===== src/rtl/ipm_pkg.sv =====
package ipm_pkg;
  localparam int unsigned IPM_HOLD_W = 24;

  typedef enum logic {
    IPM_PEAK  = 1'b0,
    IPM_COUNT = 1'b1
  } ipm_mode_e;
endpackage


===== src/rtl/ipm_magnitude.sv =====
module ipm_magnitude #(
  parameter int unsigned SAMPLE_W = 14,
  parameter int unsigned THR_W    = 10
) (
  input  logic                s_valid,
  input  logic [SAMPLE_W-1:0] sample,
  input  logic [THR_W-1:0]    thr,
  output logic [SAMPLE_W-1:0] mag,
  output logic                hit
);
  // Unsigned magnitude: the most negative code maps to 2^(SAMPLE_W-1).
  always_comb begin
    mag = sample[SAMPLE_W-1] ? (~sample + 1'b1) : sample;
    hit = s_valid && (mag > SAMPLE_W'(thr));
  end
endmodule


===== src/rtl/ipm_period_timer.sv =====
module ipm_period_timer #(
  parameter int unsigned CNT_W = 24
) (
  input  logic             clk,
  input  logic             rst_n,
  input  logic             run,
  input  logic [CNT_W-1:0] period,
  output logic             tick
);
  logic [CNT_W-1:0] cnt_q;
  logic [CNT_W-1:0] last_idx;

  always_comb begin
    // A period of 0 behaves as 1.
    last_idx = (period == '0) ? '0 : period - 1'b1;
    tick     = run && (cnt_q >= last_idx);
  end

  always_ff @(posedge clk) begin
    if (!rst_n || !run || tick) cnt_q <= '0;
    else                        cnt_q <= cnt_q + 1'b1;
  end

  // every window starts its count from zero after a tick.
  p_cnt_restart_r2: assert property (@(posedge clk) disable iff (!rst_n)
    tick |=> (cnt_q == '0));
endmodule


===== src/rtl/ipm_accum.sv =====
module ipm_accum
  import ipm_pkg::*;
#(
  parameter int unsigned MAG_W  = 14,
  parameter int unsigned HOLD_W = 24
) (
  input  logic              clk,
  input  logic              rst_n,
  input  logic              enable,
  input  ipm_mode_e         mode,
  input  logic              hit,
  input  logic [MAG_W-1:0]  mag,
  input  logic              clear,
  output logic [HOLD_W-1:0] acc_next
);
  localparam logic [HOLD_W-1:0] ACC_MAX = '1;

  logic [HOLD_W-1:0] acc_q;
  logic [HOLD_W-1:0] mag_ext;

  always_comb begin
    mag_ext  = HOLD_W'(mag);
    acc_next = acc_q;
    if (hit) begin
      if (mode == IPM_PEAK) begin
        if (mag_ext > acc_q) acc_next = mag_ext;
      end else if (acc_q != ACC_MAX) begin
        acc_next = acc_q + 1'b1;
      end
    end
  end

  always_ff @(posedge clk) begin
    if (!rst_n || !enable || clear) acc_q <= '0;
    else                            acc_q <= acc_next;
  end

  // the accumulation never falls between clears.
  p_monotonic_r4: assert property (@(posedge clk) disable iff (!rst_n)
    (enable && !clear) |=> (acc_q >= $past(acc_q)));

  // a saturated count stays saturated.
  p_no_overflow_r4: assert property (@(posedge clk) disable iff (!rst_n)
    (enable && !clear && mode == IPM_COUNT && acc_q == ACC_MAX) |=> (acc_q == ACC_MAX));
endmodule


===== src/rtl/input_power_monitor.sv =====
module input_power_monitor
  import ipm_pkg::*;
#(
  parameter int unsigned SAMPLE_W = 14,
  parameter int unsigned THR_W    = 10,
  parameter int unsigned HOLD_W   = IPM_HOLD_W
) (
  input  logic                clk,
  input  logic                rst_n,
  input  logic                s_valid,
  output logic                s_ready,
  input  logic [SAMPLE_W-1:0] s_sample,
  input  logic                cfg_enable,
  input  logic                cfg_mode,
  input  logic [HOLD_W-1:0]   cfg_period,
  input  logic [THR_W-1:0]    cfg_upper_thr,
  input  logic                cfg_timer_off,
  input  logic                cfg_clear_on_read,
  input  logic                cfg_irq_en,
  input  logic                rd_strobe,
  output logic [HOLD_W-1:0]   hold_value,
  output logic                irq
);
  logic [SAMPLE_W-1:0] mag;
  logic                hit;
  logic                tick;
  logic                rd_load;
  logic                load;
  logic                acc_clr;
  logic [HOLD_W-1:0]   acc_next;
  logic                ready_q;
  ipm_mode_e           mode;

  assign mode    = ipm_mode_e'(cfg_mode);
  assign s_ready = ready_q;

  ipm_magnitude #(.SAMPLE_W(SAMPLE_W), .THR_W(THR_W)) u_mag (
    .s_valid (s_valid && ready_q),
    .sample  (s_sample),
    .thr     (cfg_upper_thr),
    .mag     (mag),
    .hit     (hit)
  );

  ipm_period_timer #(.CNT_W(HOLD_W)) u_timer (
    .clk    (clk),
    .rst_n  (rst_n),
    .run    (cfg_enable && !cfg_timer_off),
    .period (cfg_period),
    .tick   (tick)
  );

  always_comb begin
    rd_load = cfg_enable && cfg_timer_off && rd_strobe;
    load    = tick || rd_load;
    acc_clr = tick || (rd_load && cfg_clear_on_read);
  end

  ipm_accum #(.MAG_W(SAMPLE_W), .HOLD_W(HOLD_W)) u_acc (
    .clk      (clk),
    .rst_n    (rst_n),
    .enable   (cfg_enable),
    .mode     (mode),
    .hit      (hit),
    .mag      (mag),
    .clear    (acc_clr),
    .acc_next (acc_next)
  );

  always_ff @(posedge clk) begin
    if (!rst_n) begin
      hold_value <= '0;
      irq        <= 1'b0;
      ready_q    <= 1'b0;
    end else begin
      ready_q <= 1'b1;
      irq     <= tick && cfg_irq_en;
      if (load) hold_value <= acc_next;
    end
  end

  // the holding value moves only on a tick or an accepted read.
  p_hold_source_r7: assert property (@(posedge clk) disable iff (!rst_n)
    !$stable(hold_value) |-> $past(load));

  // the interrupt follows a tick with the enable set.
  p_irq_cause_r6: assert property (@(posedge clk) disable iff (!rst_n)
    irq |-> ($past(tick) && $past(cfg_irq_en)));

  // ready is asserted from the first edge after reset.
  p_ready_high_r1: assert property (@(posedge clk) disable iff (!rst_n)
    $past(rst_n) |-> s_ready);
endmodule


===== config.mk =====
export PLATFORM = sky130hd
export DESIGN_NAME = input_power_monitor
export DESIGN_NICKNAME = d
export VERILOG_FILES = /design/src/rtl/ipm_pkg.sv /design/src/rtl/ipm_magnitude.sv /design/src/rtl/ipm_period_timer.sv /design/src/rtl/ipm_accum.sv /design/src/rtl/input_power_monitor.sv
export SDC_FILE = /design/constraint.sdc
export NUM_CORES = 1
export LEC_CHECK = 0
export ABC_AREA = 1
export BUFFER_PORTS_ARGS = -buffer_cell sky130_fd_sc_hd__buf_4
export CELL_PAD_IN_SITES_DETAIL_PLACEMENT = 1
export CELL_PAD_IN_SITES_GLOBAL_PLACEMENT = 1
export CORE_ASPECT_RATIO = 1.2
export CORE_MARGIN = 2
export CORE_UTILIZATION = 37
export DETAILED_ROUTE_END_ITERATION = 12
export HOLD_SLACK_MARGIN = 0.03
export PLACE_DENSITY_LB_ADDON = 0.12
export SYNTH_ARGS = -nofsm -noshare
export SYNTH_HDL_FRONTEND = slang
export SYNTH_HIERARCHICAL = 1
export SYNTH_SLANG_ARGS = --single-unit

===== constraint.sdc =====
create_clock -name clk -period 3.6 [get_ports clk]
set_input_delay 0.54 -clock clk [delete_from_list [all_inputs] [get_ports clk]]
set_output_delay 0.54 -clock clk [all_outputs]
set_load 0.01 [all_outputs]

-- Word level (Yosys, flattened, before mapping)
Index checks and enable logic that the tools add are counted.
- flip-flop bits (word level): 74
- output and inout port bits: 26
- input port bits: 57
- eq/ne operators: 1
- muxes and demuxes: 7
- bitwise logic cells: 1
- order comparisons: 3
- reductions and logical operators: 19
- $add $sub $neg: 4
- operators with widths (kind ; count):
    24-bit two-way mux ; 5
    24-bit by 1-bit adder with 24-bit output (second input constant) ; 2
    24-bit >= comparator ; 1
    14-bit by 24-bit greater-than comparator with 1-bit output ; 1
    24-bit logical NOT ; 1
    24-bit != test (second input constant) ; 1
    24-bit by 1-bit subtractor with 24-bit output (second input constant) ; 1
    14-bit by 1-bit adder with 14-bit output (second input constant) ; 1
    14-bit by 10-bit greater-than comparator with 1-bit output ; 1
    14-bit two-way mux ; 1
    14-bit NOT ; 1
    1-bit logical AND ; 8
    1-bit logical OR ; 6
    1-bit logical NOT ; 4
    1-bit two-way mux ; 1

-- Depth between registers and ports, before layout
Gate-level depths: netlist (run 1).
- word-level depth: 7
- mapped depth: 25
- depth with buffers taken out: 24

-- By module
The synthesis (run 1) kept the hierarchy.
- modules (own cells, without submodules) (module ; cells an instance ; instances ; area an instance (um^2)):
    ipm_accum ; 491 ; 1 ; 2688.8
    ipm_period_timer ; 435 ; 1 ; 2600.0
    input_power_monitor ; 169 ; 1 ; 1183.6
    ipm_magnitude ; 120 ; 1 ; 686.9

-- Least setup slack after synthesis (run 1)
Ideal clock, no wire load.
- path kind: input -> register
- from: input port cfg_period[0]
- to: register u_acc.acc_q[0]
- stages: 22
- path slack: 153 ps
- required time: 3471 ps
- arrival: 3318 ps
- setup time: 129 ps
- cell sequence: inv_1 > ha_1 > nand2_2 > nor2_2 > nand3_1 > nor2_1 > nand2_1 > nand2_1 > nand3_1 > ha_1 > nand2_1 > nor2_1 > nand4_1 > nor2_1 > nand2_1 > a21boi_0 > inv_2 > buf_2 > o21ai_1 > nand3b_1 > clkbuf_1 > nor2_1
- cells in the longest elaborated chain, start to end: 6
- ends and longest elaborated chain (element ; RTL line ; RTL):
    start, declared ; input_power_monitor.sv:15 ; input logic [HOLD_W-1:0] cfg_period,
    24-bit by 1-bit subtractor with 24-bit output / 24-bit logical NOT (equally long branches) ; ipm_period_timer.sv:15 ; last_idx = (period == '0) ? '0 : period - 1'b1;
    24-bit two-way mux * ; ipm_period_timer.sv:15 ;
    24-bit >= comparator * ; ipm_period_timer.sv:16 ; tick = run && (cnt_q >= last_idx);
    1-bit logical AND * ; ipm_period_timer.sv:16 ;
    named net tick ; input_power_monitor.sv:26 ; logic tick;
    1-bit logical OR * ; input_power_monitor.sv:56 ; acc_clr = tick || (rd_load && cfg_clear_on_read);
    named net acc_clr ; input_power_monitor.sv:29 ; logic acc_clr;
    1-bit logical OR * ; ipm_accum.sv:34 ; if (!rst_n || !enable || clear) acc_q <= '0;
    end signal, assigned ; ipm_accum.sv:35 ; else acc_q <= acc_next;
    end, declared ; ipm_accum.sv:18 ; logic [HOLD_W-1:0] acc_q;
Mark *: on every way through the listed nets, which the timed path passes. The rest lies on a longest branch.
A chain may end at the register's enable or synchronous reset.

-- Worst setup path after layout (run 1)
- from: input port cfg_period[0]
- to: register u_acc.acc_q[12]
Same word-level chain as after synthesis.

==> summary.md, run 1 <==
| Metric | Value |
|---|---|
| Fmax | 313.3 MHz |
| Flop pwr share | 35.8% |
| Data required time at the worst endpoint | 3830 ps |
| Detailed Route Iter0 Violations | 279 |
| Initial Util | 37.83% |
| Site Rows | 55 |
| Share of final-layout standard cells stronger than drive strength 1 | 16.20% |
| Final Non-Filler Cells | 1552 |
| Wirelength per Cell | 14.92 um |
| Fin Clk Skew | 8.358 ps |
| Post-synthesis simple-gate area fraction | 46.80% |
| I/O Pins | 83 |
| Number of antenna violations at the first check in global routing | 0 |
| Number of vias after detailed routing | 7738 |
| Leakage power total | 4.165 nW |
| Count of unresolved DRC violations after routing | 0 |
| Number of warnings issued by yosys | 6 |
| Post-route setup slack | 407.7 ps |
| Cell total after placement | 1536 |
| Clock tree from TritonCTS | yes |
| Number of levels in the clock H-tree | 3 |
| Share of total power consumed by net switching | 30.50% |
| Worst-path maximum fanout | 24 |
| Worst setup path class | input port to flip-flop |
| Number of iterations in the first detailed-routing pass | 4 |
| Logic gate share of total power | 23.1% |
| Total congestion overflow | 0 |
| Number of buffers inserted during clock tree synthesis | 9 |
| Via count of the first global-routing pass | 7928 |
| Mean number of vias per cell | 4.986 |
| Category of the worst setup path launch point | input port |
| Buffers on Ports | 82 |
| Total track usage | 23.40% |
| Post-Synthesis Cells | 1215 |
| Worst-skew pair later-pin latency | 340 ps |
| Final GP Congestion | 0.8755 |
| Max_cap viols | 0 |
| Dominant combinational cell family by area after synthesis | simple AND/OR/NAND/NOR gates |
| Largest voltage drop on the vdd net | 0.2250 mV |
| Synthesized-area fraction occupied by ao, oa, aoi and oai cells | 7.218% |
| Worst Setup End Kind | flip-flop |
| Final hold violation count | 0 |
| Number of failing setup endpoints in the final timing report | 0 |
| Synthesized netlist net count | 1325 |
| Shortest period the worst path allows | 3192 ps |
| Root buf cell | sky130_fd_sc_hd__clkbuf_16 |
| Result of the run | finished clean |
| Mean post-synth cell area | 5.892 um^2 |
| Adder and majority cell fraction of the synthesized area | 9.262% |
| Overall die area | 0.02048 mm^2 |
| Worst slew slack as a fraction of its limit | 41.53% |
| Area growth, synth to finish | 17.09% |
| Chip Height | 156.4 um |
| Power density over the cells | 285.7 mW/mm^2 |
| Post-DP HPWL | 18650 um |
| Largest net degree at the start of global routing | 50 |
| Number of max-slew violations in the final report | 0 |
| Proportion of synthesized chip area in sequential cells | 20.69% |
| First-pass GRT wire length | 38050 um |
| Part of the total power dissipated in the clock network | 41.1% |
| Post-Route WL | 23150 um |
| Data arrival, critical path | 3420 ps |
| Ant diodes | 0 |
| Setup repair after global routing missed its margin | no |
| Number of distinct library cells after synthesis | 41 |
| Fraction of the cycle the final worst path needs | 88.68% |
| Worst slack after detailed placement | -59.86 ps |
| # clock sinks | 74 |
| Internal Dissipation | 0.001664 W |
| Worst hold-check path type | input port to flip-flop |
| Number of synthesized register bits | 74 |
| Number of buffers inserted by post-CTS setup repair | 0 |
| Hold buffer count at cts | 0 |
| Core Box Area | 0.01892 mm^2 |
| Tightest Pin Transition | 876.0 ps |
| Final ANT Viol Nets | 0 |
| Synthesized cell area | 0.007159 mm^2 |
| NumNets Final | 1401 |
| P_sw | 0.0007304 W |
| Final hold slack | 422.2 ps |
| Xor/xnor share of the synthesized area | 3.670% |
| Multiplexer area fraction after synthesis | 0% |
| Clock edge transition at the registers on the reported setup and hold paths | 60 ps |
| Chip Width | 131.0 um |
| Buffer levels on the longest clock path | 2 |
==> critical path, cell delays in order <==
cell	delay (ps)
sky130_fd_sc_hd__buf_4	100
sky130_fd_sc_hd__inv_1	160
sky130_fd_sc_hd__ha_2	260
sky130_fd_sc_hd__nand2_2	120
sky130_fd_sc_hd__nor2_2	140
sky130_fd_sc_hd__nand3_1	110
sky130_fd_sc_hd__nor2_1	160
sky130_fd_sc_hd__nand2_1	70
sky130_fd_sc_hd__nand2_1	60
sky130_fd_sc_hd__nand3_1	80
sky130_fd_sc_hd__ha_1	280
sky130_fd_sc_hd__nand2_1	60
sky130_fd_sc_hd__nor2_1	160
sky130_fd_sc_hd__nand4_1	110
sky130_fd_sc_hd__nor2_1	100
sky130_fd_sc_hd__nand2_1	110
sky130_fd_sc_hd__a21boi_1	190
sky130_fd_sc_hd__inv_2	70
sky130_fd_sc_hd__o21ai_1	70
sky130_fd_sc_hd__nand3b_1	190
sky130_fd_sc_hd__buf_12	190
sky130_fd_sc_hd__nor2_1	70
==> flip-flops by register name (all words and copies together), names as in the netlist <==
register	cells
hold_value	24
irq	1
s_ready	1
u_acc/acc_q	24
u_timer/cnt_q	24
==> worst paths after layout <==
| path | slack (ps) | from | to | depth (start not counted) |
|---|---|---|---|---|
| setup / recovery | 410 | cfg_period[0] | u_acc/acc_q[12] | 22 |
| hold / removal | 420 | cfg_irq_en | irq | 3 |
| setup reg to reg | 850 | u_acc/acc_q[0] | hold_value[1] | 14 |
| hold reg to reg | 500 | u_timer/cnt_q[0] | u_timer/cnt_q[0] | 1 |
==> stage by stage <==
step | power (W) | cell area (um^2) | setup TNS, ps | utilization, %
2_1_floorplan | 0.001221 | 7159 | 0 | -
4_1_cts | 0.002427 | 8381 | 0 | 44.28
3_5_place_dp | 0.001431 | 8063 | -1211 | 42.61
5_1_grt | 0.002532 | 8383 | 0 | 44.30
3_3_place_gp | 0.001418 | 8063 | 0 | 42.61
6_report | 0.002395 | 8383 | 0 | 44.30
==> synthesized netlist by cell type <==
library cell	n	area share, %
sky130_fd_sc_hd__nand2_1	356	19
sky130_fd_sc_hd__nor2_1	170	8.9
sky130_fd_sc_hd__inv_1	162	8.5
sky130_fd_sc_hd__nand3_1	121	8.5
sky130_fd_sc_hd__dfxtp_1	74	21
sky130_fd_sc_hd__ha_1	53	9.3
sky130_fd_sc_hd__a21oi_1	50	3.5
sky130_fd_sc_hd__inv_2	20	1.0
sky130_fd_sc_hd__nor3_1	19	1.3
sky130_fd_sc_hd__nand4_1	18	1.6
sky130_fd_sc_hd__buf_2	17	1.2
sky130_fd_sc_hd__nand2_2	17	1.5
sky130_fd_sc_hd__xor2_1	17	2.1
sky130_fd_sc_hd__xnor2_1	13	1.6
sky130_fd_sc_hd__a21oi_2	12	1.5
sky130_fd_sc_hd__nor2_2	11	0.96
sky130_fd_sc_hd__nor3_2	9	1.3
sky130_fd_sc_hd__o21ai_0	9	0.63
sky130_fd_sc_hd__clkbuf_1	8	0.42
sky130_fd_sc_hd__nand3_2	8	1.1
sky130_fd_sc_hd__o21ai_1	6	0.42
sky130_fd_sc_hd__or2_2	6	0.52
sky130_fd_sc_hd__buf_6	5	0.79
sky130_fd_sc_hd__nand3b_1	5	0.52
sky130_fd_sc_hd__nor2_4	5	0.79
sky130_fd_sc_hd__a21o_1	4	0.42
sky130_fd_sc_hd__buf_4	3	0.31
sky130_fd_sc_hd__o21ai_2	3	0.37
sky130_fd_sc_hd__and2_1	2	0.17
sky130_fd_sc_hd__a21boi_0	1	0.10
sky130_fd_sc_hd__and3_1	1	0.087
sky130_fd_sc_hd__buf_1	1	0.052
sky130_fd_sc_hd__clkinv_1	1	0.052
sky130_fd_sc_hd__nand3b_2	1	0.16
sky130_fd_sc_hd__nand4_4	1	0.30
sky130_fd_sc_hd__nor3_4	1	0.23
sky130_fd_sc_hd__nor3b_2	1	0.17
sky130_fd_sc_hd__o211ai_1	1	0.10
sky130_fd_sc_hd__o21a_1	1	0.10
sky130_fd_sc_hd__o21bai_1	1	0.10
sky130_fd_sc_hd__or2_1	1	0.087
==> cells by family (layout without fill, tap and decap cells) <==
group                      after synthesis  in the layout
AOI/OAI and AO/OA                       88             88
adders and majority gates               53             53
xor gates and xnor gates                30             30
and+or+nand+nor                        753            753
DFF                                     74             74
buffers and inverters                  217            298
==> power groups by stage <==
stage / clock network (W) / logic (W) / registers [W]
floorplan: 0 / 0.000345 / 0.000876
global placement: 0 / 0.000543 / 0.000874
detailed placement: 0 / 0.000557 / 0.000875
CTS: 0.00101 / 0.000560 / 0.000856
global route: 0.00104 / 0.000631 / 0.000858
finish: 0.000985 / 0.000553 / 0.000856
==> layout make-up <==
type	instances	area, um^2
fillers	2606	10540
multi-input cells	924	4796
flip-flops and latches	74	1481
repair buffers	99	780.7
inverters	183	686.9
well taps	256	320.3
clock buffers	10	229.0
clock inverters	6	88.84
==> repair_timing <==
action,CTS,global route
hold endpoints to repair,0,0
endpoints found under the setup margin,0,25
resized for setup,0,2
==> cell usage in the layout, fill, tap and decap left out, drive strengths merged, types with 2 or more instances in the layout <==
cell      instances
clkbuf           10
nand3b            6
nand3           129
a21oi            62
clkinvlp          2
ha               53
xor2             17
dfxtp            74
buf              99
a21o              4
clkinv            2
or2               7
bufinv            2
inv             183
nand2           373
and2              2
o21ai            18
nor2            186
nand4            19
xnor2            13
nor3             29
==> routing by layer <==
metal | global-route usage, % | up-vias | part of all wire, %
met3 | 3.111 | 26 | 2.0
met1 | 25.77 | 3669 | 41
met4 | 5.319 | 0 | 1.7
met2 | 46.31 | 83 | 56
li1 | - | 3960 | -
met5 | 0 | - | 0
Power figures use the tool's default switching activity.
==> run 2, diff against run 1 <==
ABC_AREA = not set   (was 1)
CORE_UTILIZATION = 39   (was 37)
==> run 2 against run 1 <==
- the flow now finishes with violations (setup timing)
- via count decreased by 22%
- clock power is 8.9% lower
- critical path depth is 4 lower
- critical path type unchanged
- largest cell class unchanged
- largest power group unchanged
==> summary.md, run 2 <==
| Metric | Value |
|---|---|
| Final GP Congestion | 0.8901 (+1.7%) |
| Xor/xnor share of the synthesized area | 9.244% (+5.6 points) |
| Number of vias after detailed routing | 6034 (-22%) |
| Worst setup path class | input port to flip-flop |
| Flop pwr share | 37.1% (+1.3 points) |
| Violated checks | setup timing |
| Data required time at the worst endpoint | 3870 ps (+40 ps) |
| # clock sinks | 74 (unchanged) |
| Cell total after placement | 1040 (-32%) |
| Proportion of synthesized chip area in sequential cells | 25.63% (+4.9 points) |
| Largest voltage drop on the vdd net | 0.1622 mV (-28%) |
| Buffer levels on the longest clock path | 2 (unchanged) |
| Buffers on Ports | 82 (unchanged) |
| Chip Height | 137.4 um (-12%) |
| Site Rows | 48 (-13%) |
| Result of the run | complete, but fails checks |
| Series of cell instances along the critical path | buf_6, or4_4, or3_4, or4_4, buf_4, buf_4, nand2_1, ha_1, o21a_1, a211oi_2, o21ai_1, o21a_2, a31oi_4, buf_4, buf_6, buf_4, buf_12, mux2i_1 |
| Total track usage | 24.85% (+1.5 points) |
| Most frequent CP cell | sky130_fd_sc_hd__buf_4 |
| Final Non-Filler Cells | 1078 (-31%) |
| Critical-path top delay cell | sky130_fd_sc_hd__or4_4 |
| Clock tree from TritonCTS | yes |
| P_sw | 0.0006358 W (-13%) |
| Root buf cell | sky130_fd_sc_hd__clkbuf_16 |
| Part of the total power dissipated in the clock network | 40.0% (-1.1 points) |
| Post-Synthesis Cells | 704 (-42%) |
| Overall die area | 0.01581 mm^2 (-23%) |
| Peak per-stage delay on the critical path | 570 ps (+290 ps) |
| Most used standard cells in the synthesized netlist | 111 x sky130_fd_sc_hd__nand2_1, 74 x sky130_fd_sc_hd__dfxtp_1, 59 x sky130_fd_sc_hd__nor2_1 |
| Share of final-layout standard cells stronger than drive strength 1 | 34.55% (+18 points) |
| Number of iterations in the first detailed-routing pass | 4 (unchanged) |
| Wirelength per Cell | 18.68 um (+25%) |
| Logic gate share of total power | 22.9% (-0.2 points) |
| Mean number of vias per cell | 5.597 (+12%) |
| Number of max-slew violations in the final report | 0 (unchanged) |
| Post-DP HPWL | 14620 um (-22%) |
| First-pass GRT wire length | 30970 um (-19%) |
| Initial Util | 40.10% (+2.3 points) |
| Leading post-synthesis cells by cell area | sky130_fd_sc_hd__dfxtp_1 26%, sky130_fd_sc_hd__ha_1 11%, sky130_fd_sc_hd__nand2_1 7.2%, sky130_fd_sc_hd__xor2_1 5.2%, sky130_fd_sc_hd__mux2i_1 4.3% |
| Number of distinct library cells after synthesis | 79 (+93%) |
| Fin Clk Skew | 13.42 ps (+5.059 ps) |
| Internal Dissipation | 0.001610 W (-3.3%) |
| Final hold violation count | 0 (unchanged) |
| Commonest cells after routing, fill and taps aside | 192 x sky130_fd_sc_hd__buf_4, 104 x sky130_fd_sc_hd__nand2_1, 74 x sky130_fd_sc_hd__dfxtp_1 |
| Final hold slack | 459.4 ps (+37.18 ps) |
| Worst-path maximum fanout | 8 (-67%) |
| Detailed Route Iter0 Violations | 239 (-14%) |
| Adder and majority cell fraction of the synthesized area | 11.47% (+2.2 points) |
| Placed Area | 0.007303 mm^2 (-9.4%) |
| Total congestion overflow | 0 (unchanged) |
| Share of total power consumed by net switching | 28.32% (-2.2 points) |
| Number of synthesized flops with an enable pin | 0 (unchanged) |
| Post-route setup slack | -504.0 ps (-911.6 ps) |
| Via count of the first global-routing pass | 6433 (-19%) |
| Core Box Area | 0.01441 mm^2 (-24%) |
| Worst slew slack as a fraction of its limit | 32.04% (-9.5 points) |
| Number of buffers inserted during clock tree synthesis | 9 (unchanged) |
| Ant diodes | 0 (unchanged) |
| Largest net degree at the start of global routing | 53 (+6.0%) |
| Mean post-synth cell area | 8.209 um^2 (+39%) |
| Number of antenna violations at the first check in global routing | 0 (unchanged) |
| Area growth, synth to finish | 42.95% |
| Worst Setup End Kind | flip-flop |
| Leakage power total | 3.581 nW (-14%) |
| Share of synthesized flip-flops with an asynchronous set or reset | 0% (unchanged) |
| Power density over the cells | 271.8 mW/mm^2 (-4.9%) |
| Tightest Pin Transition | 1010 ps (+134.1 ps) |
| Post-synthesis simple-gate area fraction | 29.66% (-17 points) |
| Core Util, Final | 57.32% (+13 points) |
| Final ANT Viol Nets | 0 (unchanged) |
| Synthesized netlist net count | 814 (-39%) |
| Post-Route WL | 20130 um (-13%) |
| Number of warnings issued by yosys | 6 (unchanged) |
| Fmax | 243.7 MHz (-22%) |
| Worst-skew pair later-pin latency | 350 ps (about the same) |
| Fraction of the cycle the final worst path needs | 114.0% (+25 points) |
| Hold buffer count at cts | 0 (unchanged) |
| NumNets Final | 1009 (-28%) |
| Post-route cell area | 0.008262 mm^2 (-1.4%) |
| Shortest period the worst path allows | 4104 ps (+911.6 ps) |
| Synth area leader | sky130_fd_sc_hd__dfxtp_1 |
| Setup repair after global routing missed its margin | yes |
| Data arrival, critical path | 4370 ps (+950 ps) |
| Registers with the most flip-flops | hold_value (24), u_acc/acc_q (24), u_timer/cnt_q (24) |
| Multiplexer area fraction after synthesis | 5.109% (+5.1 points) |
| Number of failing setup endpoints in the final timing report | 48 (+48) |
| Number of synthesized register bits | 74 (unchanged) |
| Chip Width | 115.1 um (-12%) |
| Max_cap viols | 0 (unchanged) |
| Most frequently used flop master after synthesis | sky130_fd_sc_hd__dfxtp_1 |
| I/O Pins | 83 (unchanged) |
| Number of levels in the clock H-tree | 3 (unchanged) |
| Category of the worst setup path launch point | input port |
| Proportion of netlist area held by the largest area contributor | 25.63% (+4.9 points) |
| Worst hold-check path type | flip-flop to flip-flop |
| Most common cell in the synthesized netlist | sky130_fd_sc_hd__nand2_1 |
| Count of unresolved DRC violations after routing | 0 (unchanged) |
| Dominant combinational cell family by area after synthesis | simple AND/OR/NAND/NOR gates |
| Clock edge transition at the registers on the reported setup and hold paths | 60 ps (about the same) |
| Synthesized cell area | 0.005779 mm^2 (-19%) |
| Leading cell type in the layout, fill and taps excluded | sky130_fd_sc_hd__buf_4 |
| Synthesized-area fraction occupied by ao, oa, aoi and oai cells | 14.18% (+7.0 points) |
| Worst slack after detailed placement | -987.4 ps (-927.5 ps) |
## run 2: path summary, 6_finish.rpt
check / startpoint / endpoint / slack (ps) / cells after the start
worst max-delay path: cfg_period[16] / hold_value[5] / -500 / 18
worst min-delay path: hold_value[20] / hold_value[20] / 460 / 2
worst max register to register: u_acc/acc_q[5] / hold_value[4] / 680 / 11
worst min register to register: hold_value[20] / hold_value[20] / 460 / 2
## run 2: power by group through the flow
| stage | clock network, W | registers, W | logic [W] |
|---|---|---|---|
| 3_5_place_dp | 0 | 0.000851 | 0.000448 |
| 6_report | 0.000897 | 0.000833 | 0.000515 |
| 4_1_cts | 0.000910 | 0.000833 | 0.000485 |
| 5_1_grt | 0.000941 | 0.000833 | 0.000560 |
| 3_3_place_gp | 0 | 0.000851 | 0.000426 |
| 2_1_floorplan | 0 | 0.000850 | 0.000227 |
## run 2: routing by layer
layer / routed length (um) / track usage [%] / vias to the layer above
met5: 0 / 0 / -
met3: 713 / 3.608 / 38
met2: 10820 / 46.73 / 142
li1: - / - / 2924
met1: 8105 / 27.89 / 2930
met4: 491 / 9.839 / 0
## run 2: kinds of logic after synthesis
| family | count (synthesis) |
|---|---|
| buf+inv | 56 |
| compound gates | 108 |
| simple gates | 323 |
| xor+xnor | 61 |
| flops | 74 |
| mux | 29 |
| fa+ha+maj | 53 |
## run 2: worst max-delay path: cells and delay by family
family	cells	cell delay (ps)
buf+inv	7	900
fa+ha+maj	1	240
compound gates	5	930
simple gates	4	1550
mux	1	200
## run 2: per-stage QoR
stage	setup TNS [ps]	power, W
6_report	-21780	0.002245
5_1_grt	-29510	0.002334
4_1_cts	-23460	0.002228
3_5_place_dp	-51210	0.001299
3_3_place_gp	-40360	0.001277
2_1_floorplan	-29900	0.001076
## run 2: layout make-up
class,instances,area [um^2]
Multi-Input combinational cell,575,4451
Sequential cell,74,1481
Clock buffer,10,229.0
Fill cell,1704,6152
Timing Repair Buffer,205,1698
Inverter,34,127.6
Clock inverter,5,56.30
Tap cell,175,219.0
## run 2: what timing repair did
item / 4_1_cts / 5_1_grt
setup endpoints to repair: 72 / 73
buffers inserted: 7 / 10
cloned: 5 / 1
resized for setup: 32 / 44
pin swaps: 17 / 24
==> run 3, diff against run 2 <==
CORE_UTILIZATION = 38   (was 39)
SYNTH_HIERARCHICAL = not set   (was 1)
==> run 3 against run 2 <==
- design area rose by 2.3%
- flip-flop and latch count did not move
- count of clock-buffer cells in the layout fell by 1
- wire length rose by 6.7%
- largest cell class unchanged
- the run still ends with setup timing left
- combinational power rose by 21%
- sequential share of layout area fell by 0.40 points
- non-clock buffer count rose by 4
- hold slack got worse by 41 ps
- highest routed layer unchanged
- first-iteration DRC count fell by 6.7%
- clock power rose by 2%
==> summary.md, run 3 <==
| Metric | Value |
|---|---|
| Multi-input gate area in the final layout | 0.004504 mm^2 (+1.2%) |
| Final ANT Viol Nets | 0 (unchanged) |
| Data arrival, critical path | 4110 ps (-260 ps) |
| Worst-path maximum fanout | 3 (-5) |
| Result of the run | complete, but fails checks |
| Capturing point of the worst reg2reg path | hold_value[6] |
| Most common cell in the synthesized netlist | sky130_fd_sc_hd__dfxtp_1 |
| Startpoint of the tightest hold check path | cfg_irq_en |
| Initial Util | 38.67% (-1.4 points) |
| # clock sinks | 74 (unchanged) |
| Fraction of the cycle the final worst path needs | 107.1% (-6.9 points) |
| Flip-flop and latch area | 0.001481 mm^2 (unchanged) |
| First-pass GRT wire length | 32160 um (+3.9%) |
| Number of vias after detailed routing | 6004 (-0.50%) |
| Leading cell type in the layout, fill and taps excluded | sky130_fd_sc_hd__buf_4 |
| Data required time at the worst endpoint | 3850 ps (-20 ps) |
| Worst hold path stage count | 2 (unchanged) |
| Chip Width | 112.0 um (-2.7%) |
| Total negative setup slack | -8564 ps (+13210 ps) |
| Xor/xnor share of the synthesized area | 10.20% (+0.96 points) |
| Final hold violation count | 0 (unchanged) |
| Most used standard cells in the synthesized netlist | 74 x sky130_fd_sc_hd__dfxtp_1, 71 x sky130_fd_sc_hd__nor2_1, 67 x sky130_fd_sc_hd__nand2_1 |
| Post-DP HPWL | 14930 um (+2.1%) |
| Ant diodes | 0 (unchanged) |
| Chip Height | 133.6 um (-2.7%) |
| Tightest Pin Transition | 554.3 ps (-455.8 ps) |
| Number of warnings issued by yosys | 0 (-6) |
| Final GP Congestion | 0.8832 (-0.78%) |
| Power density over the cells | 283.0 mW/mm^2 (+4.1%) |
| Worst setup path class | input port to flip-flop |
| Setup repair after global routing missed its margin | yes |
| Synthesized-area fraction occupied by ao, oa, aoi and oai cells | 18.13% (+3.9 points) |
| Share of final-layout standard cells stronger than drive strength 1 | 41.61% (+7.1 points) |
| Multiplexer area fraction after synthesis | 0% (-5.1 points) |
| Number of max-slew violations in the final report | 0 (unchanged) |
| Total track usage | 26.82% (+2.0 points) |
| Worst-skew pair later-pin latency | 350 ps (about the same) |
| Area growth, synth to finish | 58.78% |
| Share of synthesized flip-flops with an asynchronous set or reset | 0% (unchanged) |
| Clock tree from TritonCTS | yes |
| Synthesized cell area | 0.005321 mm^2 (-7.9%) |
| Post-synthesis simple-gate area fraction | 26.78% (-2.9 points) |
| Hold buffer count at cts | 0 (unchanged) |
| Root buf cell | sky130_fd_sc_hd__clkbuf_16 |
| Max_cap viols | 0 (unchanged) |
| Total congestion overflow | 0 (unchanged) |
| Leading post-synthesis cells by cell area | sky130_fd_sc_hd__dfxtp_1 28%, sky130_fd_sc_hd__ha_1 12%, sky130_fd_sc_hd__xor2_1 5.8%, sky130_fd_sc_hd__nor2_1 5.0%, sky130_fd_sc_hd__nand2_1 4.7% |
| Buffer levels on the longest clock path | 2 (unchanged) |
| Number of iterations in the first detailed-routing pass | 4 (unchanged) |
| Number of failing setup endpoints in the final timing report | 71 (+48%) |
| Worst Setup End Kind | flip-flop |
| Violated checks | setup timing |
| Post-Synthesis Cells | 683 (-3.0%) |
| Core Box Area | 0.01376 mm^2 (-4.5%) |
| FF-to-FF setup slack | 660 ps (-20 ps) |
| Number of synthesized register bits | 74 (unchanged) |
| Worst slew slack as a fraction of its limit | 62.66% (+31 points) |
| Mean number of vias per cell | 5.702 (+1.9%) |
| I/O Pins | 83 (unchanged) |
| Worst Hold Path EP | irq |
| Synth area leader | sky130_fd_sc_hd__dfxtp_1 |
| Detailed Route Iter0 Violations | 223 (-6.7%) |
| Proportion of synthesized chip area in sequential cells | 27.84% (+2.2 points) |
| Leakage power total | 3.484 nW (-2.7%) |
| Via count of the first global-routing pass | 6415 (-0.28%) |
| Proportion of netlist area held by the largest area contributor | 27.84% (+2.2 points) |
| Number of distinct library cells after synthesis | 65 (-18%) |
| Number of levels in the clock H-tree | 3 (unchanged) |
| Site Rows | 47 (-2.1%) |
| Worst hold-check path type | input port to flip-flop |
| Buffers on Ports | 82 (unchanged) |
| Mean post-synth cell area | 7.791 um^2 (-5.1%) |
| Post-route setup slack | -256.4 ps (+247.6 ps) |
| Post-Route WL | 21480 um (+6.7%) |
| Total Power Consumption | 0.002392 W (+6.5%) |
| Fmax | 259.3 MHz (+6.4%) |
| FILL cells | 1585 (-7.0%) |
| Registers with the most flip-flops | hold_value (24), u_acc.acc_q (24), u_timer.cnt_q (24) |
| Fin Clk Skew | 16.05 ps (+2.637 ps) |
| Commonest cells after routing, fill and taps aside | 173 x sky130_fd_sc_hd__buf_4, 74 x sky130_fd_sc_hd__dfxtp_1, 62 x sky130_fd_sc_hd__nand2_1 |
| Dominant combinational cell family by area after synthesis | simple AND/OR/NAND/NOR gates |
| Number of synthesized flops with an enable pin | 0 (unchanged) |
| NumNets Final | 987 (-2.2%) |
| Count of unresolved DRC violations after routing | 0 (unchanged) |
| Number of antenna violations at the first check in global routing | 0 (unchanged) |
| Largest voltage drop on the vdd net | 0.2098 mV (+29%) |
| Clock edge transition at the registers on the reported setup and hold paths | 70 ps (about the same) |
| Number of buffers inserted during clock tree synthesis | 9 (unchanged) |
| Category of the worst setup path launch point | input port |
| Overall die area | 0.01497 mm^2 (-5.3%) |
| Worst reg2reg path startpoint | u_acc.acc_q[3] |
| Wirelength per Cell | 20.40 um (+9.2%) |
| Adder and majority cell fraction of the synthesized area | 12.46% (+0.99 points) |
| Worst reg-to-reg path cell count | 8 (-3) |
| Shortest period the worst path allows | 3856 ps (-247.6 ps) |
| Largest net degree at the start of global routing | 28 (-47%) |
| Most frequently used flop master after synthesis | sky130_fd_sc_hd__dfxtp_1 |
| Synthesized netlist net count | 793 (-2.6%) |
-- run 3: critical path, cell delays in order --
cell                       delay [ps]
sky130_fd_sc_hd__buf_6             90
sky130_fd_sc_hd__buf_4            130
sky130_fd_sc_hd__inv_2             80
sky130_fd_sc_hd__ha_4             130
sky130_fd_sc_hd__nor3b_4          220
sky130_fd_sc_hd__nand2_2          120
sky130_fd_sc_hd__o31ai_4          270
sky130_fd_sc_hd__xor2_2           220
sky130_fd_sc_hd__inv_2             70
sky130_fd_sc_hd__ha_4             270
sky130_fd_sc_hd__nand4_1          130
sky130_fd_sc_hd__or4_4            500
sky130_fd_sc_hd__a211oi_4         220
sky130_fd_sc_hd__or3_4            170
sky130_fd_sc_hd__a21o_1           190
sky130_fd_sc_hd__buf_6            130
sky130_fd_sc_hd__nand3_2           50
sky130_fd_sc_hd__a22o_1           270
sky130_fd_sc_hd__o22ai_1          290
-- run 3: layer usage --
metal	vias to the layer above	track usage, %	routed length (um)
met5	-	0	0
met3	44	3.412	543
met2	127	53.54	12060
li1	2863	-	-
met4	0	9.688	806
met1	2970	28.35	8065
-- run 3: logic make-up after synthesis --
| kind of cell | Yosys count |
|---|---|
| buffers and inverters | 62 |
| DFF | 74 |
| adders and majority gates | 53 |
| xor gates and xnor gates | 62 |
| and+or+nand+nor | 281 |
| AOI/OAI and AO/OA | 151 |
-- run 3: what timing repair did --
item / CTS / global route
endpoints found under the hold margin: 0 / 0
pin swaps: 35 / 40
buffers inserted: 29 / 10
gates resized for setup: 90 / 120
gates cloned: 4 / 2
endpoints found under the setup margin: 72 / 72
-- run 3: worst max path at each step --
| stage | endpoint | slack, ps | startpoint |
|---|---|---|---|
| finish | hold_value[2] | -260 | s_sample[0] |
| floorplan | u_acc.acc_q[5] | -150 | cfg_period[11] |
| global route | hold_value[11] | -410 | cfg_period[3] |
| CTS | hold_value[1] | -190 | s_sample[0] |
| global placement | u_acc.acc_q[12] | -510 | cfg_period[11] |
| detailed placement | u_acc.acc_q[12] | -670 | cfg_period[11] |
-- run 3: area by class of cell --
cell class / count / area share, %
inverters: 36 / 1.599
clock inverters: 7 / 0.7848
repair buffers: 209 / 21.58
clock buffers: 9 / 2.665
flip-flops and latches: 74 / 17.53
well taps: 171 / 2.532
multi-input cells: 547 / 53.31
-- run 3: power by group --
part / total [W] / leakage, nW / internal (W) / switching [W]
Clock: 0.000915 / 0.138 / 0.000487 / 0.000428
Combinational: 0.000625 / 2.75 / 0.000306 / 0.000320
Sequential: 0.000851 / 0.600 / 0.000836 / 0.0000160
-- run 3: metrics by stage --
| stage | utilization, % | setup slack [ps] | std cells | area (um^2) | hold WS (ps) |
|---|---|---|---|---|---|
| after floorplan | - | -148.2 | 683 | 5479 | 437.5 |
| after global placement | 49.96 | -511.2 | 993 | 6875 | 458.2 |
| after detailed placement | 49.96 | -666.2 | 993 | 6875 | 466.9 |
| after CTS | 57.16 | -187.4 | 1042 | 7866 | 427.2 |
| after global routing | 61.40 | -408.2 | 1053 | 8449 | 420.0 |
| final | 61.40 | -256.4 | 1053 | 8449 | 418.0 |
